## config.mk

```make
export PLATFORM = sky130hd
export DESIGN_NAME = usr_shift_bus
export DESIGN_NICKNAME = d
export VERILOG_FILES = /design/src/rtl/usr_pkg.sv /design/src/rtl/usr_mode_decode.sv /design/src/rtl/usr_cell.sv /design/src/rtl/usr_shift_bus.sv
export SDC_FILE = /design/constraint.sdc
export NUM_CORES = 1
export LEC_CHECK = 0
export ABC_AREA = 1
export BUFFER_PORTS_ARGS = -buffer_cell sky130_fd_sc_hd__buf_2
export CAP_MARGIN = 20
export CORE_MARGIN = 2
export CORE_UTILIZATION = 42
export DETAILED_ROUTE_END_ITERATION = 16
export PLACE_DENSITY = 0.7
export SYNTH_ARGS = -nofsm -noshare
export SYNTH_HDL_FRONTEND = slang
export SYNTH_HIERARCHICAL = 1
export SYNTH_SLANG_ARGS = --single-unit
```

## constraint.sdc

```tcl
create_clock -name clk -period 1.35 [get_ports clk]
set_input_delay 0.135 -clock clk [delete_from_list [all_inputs] [get_ports clk]]
set_output_delay 0.135 -clock clk [all_outputs]
set_load 0.03 [all_outputs]
```

## src/rtl/usr_pkg.sv

```systemverilog
package usr_pkg;
  typedef enum logic [1:0] {
    MODE_HOLD = 2'b00,
    MODE_UP   = 2'b01,
    MODE_DOWN = 2'b10,
    MODE_LOAD = 2'b11
  } usr_mode_e;
endpackage

```

## src/rtl/usr_mode_decode.sv

```systemverilog
module usr_mode_decode
  import usr_pkg::*;
(
  input  logic [1:0] sel,
  input  logic       oc_a_n,
  input  logic       oc_b_n,
  output usr_mode_e  mode,
  output logic       drive_en
);
  always_comb begin
    mode     = usr_mode_e'(sel);
    // load mode frees the shared lines so they can act as inputs
    drive_en = !oc_a_n && !oc_b_n && (mode != MODE_LOAD);
  end
endmodule

```

## src/rtl/usr_cell.sv

```systemverilog
module usr_cell
  import usr_pkg::*;
(
  input  logic      clk,
  input  logic      clr_n,
  input  usr_mode_e mode,
  input  logic      from_below,
  input  logic      from_above,
  input  logic      par_in,
  output logic      q
);
  always_ff @(posedge clk or negedge clr_n) begin
    if (!clr_n) begin
      q <= 1'b0;
    end else begin
      unique case (mode)
        MODE_HOLD: q <= q;
        MODE_UP:   q <= from_below;
        MODE_DOWN: q <= from_above;
        MODE_LOAD: q <= par_in;
      endcase
    end
  end
endmodule

```

## src/rtl/usr_shift_bus.sv

```systemverilog
module usr_shift_bus
  import usr_pkg::*;
#(
  parameter int W = 8
) (
  input  logic         clk,
  input  logic         clr_n,
  input  logic [1:0]   sel,
  input  logic         oc_a_n,
  input  logic         oc_b_n,
  input  logic         ser_up_in,
  input  logic         ser_down_in,
  input  logic [W-1:0] bus_in,
  output logic [W-1:0] bus_out,
  output logic         bus_oe,
  output logic         ser_lo_out,
  output logic         ser_hi_out
);
  localparam int TOP = W - 1;

  usr_mode_e    mode;
  logic [W-1:0] bits;

  usr_mode_decode u_dec (
    .sel      (sel),
    .oc_a_n   (oc_a_n),
    .oc_b_n   (oc_b_n),
    .mode     (mode),
    .drive_en (bus_oe)
  );

  for (genvar i = 0; i < W; i++) begin : g_cell
    logic below, above;
    if (i == 0) begin : g_lo
      assign below = ser_up_in;
    end else begin : g_lo_mid
      assign below = bits[i-1];
    end
    if (i == TOP) begin : g_hi
      assign above = ser_down_in;
    end else begin : g_hi_mid
      assign above = bits[i+1];
    end
    usr_cell u_cell (
      .clk        (clk),
      .clr_n      (clr_n),
      .mode       (mode),
      .from_below (below),
      .from_above (above),
      .par_in     (bus_in[i]),
      .q          (bits[i])
    );
  end

  assign bus_out    = bits;
  assign ser_lo_out = bits[0];
  assign ser_hi_out = bits[TOP];
endmodule

```

## Word-level counts from Yosys, hierarchy flattened

Cells that the tools add are included.
Widths: inputs -> output; s select.

| storage, ports and cells | value |
|---|---|
| bits in registers | 8 |
| latch bits | 0 |
| bits in writable memories | 0 |
| bits in read-only memories | 0 |
| input bits | 16 |
| output and inout bits | 11 |
| logic and storage cells | 25 |
| memories kept | 0 |

| operators by class | value |
|---|---|
| add/subtract/negate cells | 0 |
| $mul | 0 |
| div/mod/pow operators | 0 |
| order comparisons | 0 |
| eq/ne operators | 4 |
| shift operators | 0 |
| multiplexer cells | 8 |
| bitwise gates (word level) | 0 |
| reductions and logical operators | 5 |

Operator list:

| operator | number |
|---|---|
| $pmux 1 s3 | 8 |
| $eq 2x2->1 const B | 2 |
| $eq 2x1->1 const B | 1 |
| $logic_and 1x1->1 | 2 |
| $logic_not 1->1 | 2 |
| $logic_not 2->1 | 1 |
| $ne 2x2->1 const B | 1 |

## Depth between registers and ports, before layout

| depth | value |
|---|---|
| depth in word-level cells | 3 |
| mapped depth | 5 |
| mapped depth without buffers | 4 |

## By module

The synthesis kept the hierarchy.

By module, submodules not included:

| module | instances | cells each | area each (µm²) | seq. area each (µm²) |
|---|---|---|---|---|
| usr_cell | 8 | 14 | 76.3 | 25.0 |
| usr_shift_bus | 1 | 8 | 60.1 | 0.0 |
| usr_mode_decode | 1 | 6 | 30.0 | 0.0 |

## Least setup slack after synthesis

No wires, ideal clock.

| path | value |
|---|---|
| path kind | reg-to-output |
| start | reg g_cell[7].u_cell.q |
| end | out bus_out[7] |
| arrival time | 0.770 ns |
| data required time | 1.215 ns |
| slack | 0.445 ns |
| stages on the path, launching flop included | 2 |
| path buffers | 1 |
| path through | dfrtp_1 buf_4 |

RTL lines:

| item | RTL line | RTL |
|---|---|---|
| start, declared | usr_cell.sv:10 | `output logic q` |
| start signal, assigned | usr_cell.sv:17 | `MODE_HOLD: q <= q;` |
| start signal, assigned | usr_cell.sv:18 | `MODE_UP: q <= from_below;` |
| start signal, assigned | usr_cell.sv:19 | `MODE_DOWN: q <= from_above;` |
| end, declared | usr_shift_bus.sv:14 | `output logic [W-1:0] bus_out,` |

No word-level cell between the ends.

## Final worst setup path

| path | value |
|---|---|
| start | reg g_cell[2].u_cell.q |
| end | out bus_out[2] |

RTL lines:

| item | RTL line |
|---|---|
| start, declared | usr_cell.sv:10 |
| start signal, assigned | usr_cell.sv:17 |
| start signal, assigned | usr_cell.sv:18 |
| start signal, assigned | usr_cell.sv:19 |

No word-level cell between the ends.

==> out/metrics.json <==
{
  "clocking": {
    "clk-insertion-delay-late_ps": 250,
    "clkSlewWorstSetupHoldPaths_ps": 60,
    "tritoncts": "built",
    "cts_repair_resize_count": 0,
    "clock_sink_count": 8,
    "clockBufferDepth": 2,
    "htreeDepth": 1,
    "post-cts-setup-buffers": 0,
    "cts-buffers-inserted": 3,
    "cts_root_buffer": "sky130_fd_sc_hd__clkbuf_4"
  },
  "sta": {
    "final_sum_of_negative_setup_slack_ps": 0,
    "slew_headroom": 0.8128,
    "grt_setup_unrepaired": "false",
    "final.setup_skew_ps": 5.769,
    "period_needed_ps": 1040,
    "f_max_ghz": 0.9615,
    "post_route_fraction_of_the_period_consumed_by_the_critical_path": 0.7704,
    "tightestPinTransition_ps": 280.8,
    "final-setup-viol-count": 0,
    "slew_violations": 0,
    "final-hold-violation-count": 0
  },
  "yosys": {
    "synth_cells": 126,
    "synth.ff_latch_count": 8,
    "number_of_nets_in_the_synthesized_netlist": 142,
    "synth.avg_cell_area_um2": 5.561,
    "count_of_synthesis_stage_warnings_from_yosys": 6,
    "synthDistinctLibCells": 8,
    "ys_seq_area_frac": 0.2857,
    "synthesis.area_um2": 700.7
  },
  "setup_path": {
    "timing.setup.critical_path_class": "reg2out",
    "cp_cell_sequence": "buf_2",
    "reg2reg_setup_slack_ps": 570,
    "worstPathRequired_ps": 1220,
    "worst_setup_path_start_kind": "flop",
    "critical_path.slowest_cell": "sky130_fd_sc_hd__dfrtp_1",
    "crit_fanout": 4,
    "worst-r2r-cell-count": 4,
    "timing.critical_path.arrival_ps": 910,
    "cpPeakStageDelay_ps": 420,
    "critPathTopFamily": "flip-flops",
    "critical_path.reg2reg.startpoint": "g_cell[4].u_cell/q",
    "reg2reg_to": "g_cell[5].u_cell/q",
    "cp-end-kind": "primary output",
    "crit_buf_inv": 1
  },
  "floorplan": {
    "placement_rows": 14,
    "floorplan.initialDensity": 0.4545,
    "design.die.area_um2": 2011,
    "fp.dieH_um": 44.85,
    "die_width_um": 44.85,
    "core_area_um2": 1541,
    "io_pins": 27
  },
  "cells_and_area": {
    "registers_with_the_most_flip_flops": "g_cell.u_cell/q x8",
    "fin_nets": 165,
    "layout_filler_cell_count": 181,
    "design_area_um2": 815.8,
    "flip_flop_count_of_the_largest_register_all_copies_and_words_added": 8,
    "area_growth_pct": 16.43,
    "antenna_diodes": 0,
    "final_core_util": 0.5292,
    "post_route_cells_drive_above_1_share": 0.3129,
    "largest-register": "g_cell.u_cell/q"
  },
  "min_path": {
    "whs_endpoint": "g_cell[2].u_cell/q",
    "hp-start": "bus_in[2]",
    "hold_path_class": "in2reg",
    "min_path_cells": 5
  },
  "route": {
    "drt.antenna.violating_nets": 0,
    "vias": 673,
    "routed_wire_length_per_instance_um": 7.957,
    "viasPerCell": 4.129,
    "detail_route.first_pass.iterations": 2,
    "drt-total-wl_um": 1297,
    "drc": 0,
    "dr.first_iter.drc_count": 4
  },
  "power_and_ir_drop": {
    "vdd_drop_max_mv": 0.4943,
    "power.leakage_nw": 0.5784,
    "internal_power_mw": 0.4681,
    "cellPowerDensity_nw_per_um2": 950.0,
    "part_of_the_power_in_the_clock_network": 0.241,
    "share_seq_of_total_power": 0.398,
    "netSwitchingPower_mw": 0.3069,
    "switching_share": 0.3960,
    "comb_power_share": 0.360
  },
  "global_route": {
    "gr-total-overflow": 0,
    "grt_antenna_before_repair": 0,
    "first_global_vias": 567,
    "grt_usage": 0.1588,
    "global_route_wire_length_before_repair_um": 2283,
    "largest_net_degree_at_the_start_of_global_routing": 18
  },
  "place": {
    "placed_standard_cell_area_um2": 783.3,
    "buffers_added_on_ports": 26,
    "place.gp.congestion": 0.7682,
    "dpl.hpwl_um": 1010
  },
  "flow_run": {
    "maxCapViolCount": 0
  },
  "run_status": {
    "outcome": "finished, final reports clean"
  }
}
-- synthesized netlist by cell type --
| cell type | count | share of area |
|---|---|---|
| sky130_fd_sc_hd__nand2_1 | 42 | 0.22 |
| sky130_fd_sc_hd__inv_1 | 25 | 0.13 |
| sky130_fd_sc_hd__inv_2 | 16 | 0.086 |
| sky130_fd_sc_hd__nand3_1 | 16 | 0.11 |
| sky130_fd_sc_hd__buf_4 | 10 | 0.11 |
| sky130_fd_sc_hd__clkinv_1 | 8 | 0.043 |
| sky130_fd_sc_hd__dfrtp_1 | 8 | 0.29 |
| sky130_fd_sc_hd__nor2_1 | 1 | 0.0054 |
-- tightest hold or removal path, stage by stage --
cell	delay (ps)
sky130_fd_sc_hd__buf_2	70
sky130_fd_sc_hd__inv_1	30
sky130_fd_sc_hd__nand2_1	40
sky130_fd_sc_hd__nand3_1	60
sky130_fd_sc_hd__nand2_1	60
-- cells by family (layout without fill, tap and decap cells) --
| kind of cell | count (synthesis) | after routing | share of synthesized area |
|---|---|---|---|
| flip-flops | 8 | 8 | 0.2857 |
| buffers and inverters | 59 | 80 | 0.3696 |
| AND/OR/NAND/NOR | 59 | 59 | 0.3446 |
-- worst max-delay path by stage --
stage	from	end	slack, ps	depth (start not counted)
6_report	g_cell[2].u_cell/q	bus_out[2]	310	1
5_1_grt	g_cell[2].u_cell/q	bus_out[2]	250	1
4_1_cts	g_cell[2].u_cell/q	bus_out[2]	290	1
3_5_place_dp	sel[0]	g_cell[1].u_cell/q	460	5
3_3_place_gp	sel[1]	bus_oe	470	5
2_1_floorplan	g_cell[7].u_cell/q	bus_out[7]	440	1
-- power groups by stage --
stage / clock network (mW) / logic [mW] / registers, mW
final: 0.187 / 0.279 / 0.309
after global routing: 0.209 / 0.316 / 0.315
after CTS: 0.200 / 0.284 / 0.309
after detailed placement: 0 / 0.281 / 0.313
after global placement: 0 / 0.275 / 0.313
after floorplan: 0 / 0.229 / 0.322
-- per-stage QoR --
stage,hold slack (ps),worst slack [ps],std cells,total power [mW]
detailed placement,0.3618,459.2,159,0.5937
global placement,-8.059,467.2,159,0.5886
finish,174.3,310.0,163,0.7750
floorplan,-160.6,444.7,126,0.5510
CTS,168.5,290.0,163,0.7923
global route,186.5,247.4,163,0.8402
-- what timing repair did --
action | CTS | global route
endpoints found under the setup margin | 0 | 0
endpoints found under the hold margin | 8 | 0
hold buffers | 1 | 0
-- metal layers --
metal  GRT usage  wire, um
met3     0.04800        76
met4     0.08824         0
met5           0         0
met2      0.2261       603
met1      0.2134       617
-- cell usage in the layout, fill, tap and decap left out, drive strengths merged --
cell type / instances
nand3: 16
dfrtp: 8
nor2: 1
clkinv: 8
nand2: 42
buf: 27
inv: 41
clkbuf: 3
dlygate4sd3: 1
-- final cells by class --
class                   count  area, um^2  share of cell area
well taps                  16       20.02             0.02454
inverters                  49       183.9              0.2255
clock buffers               3       22.52             0.02761
multi-input cells          59       241.5              0.2960
repair buffers             28       147.6              0.1810
flip-flops and latches      8       200.2              0.2454
Power figures use the tool's default switching activity.
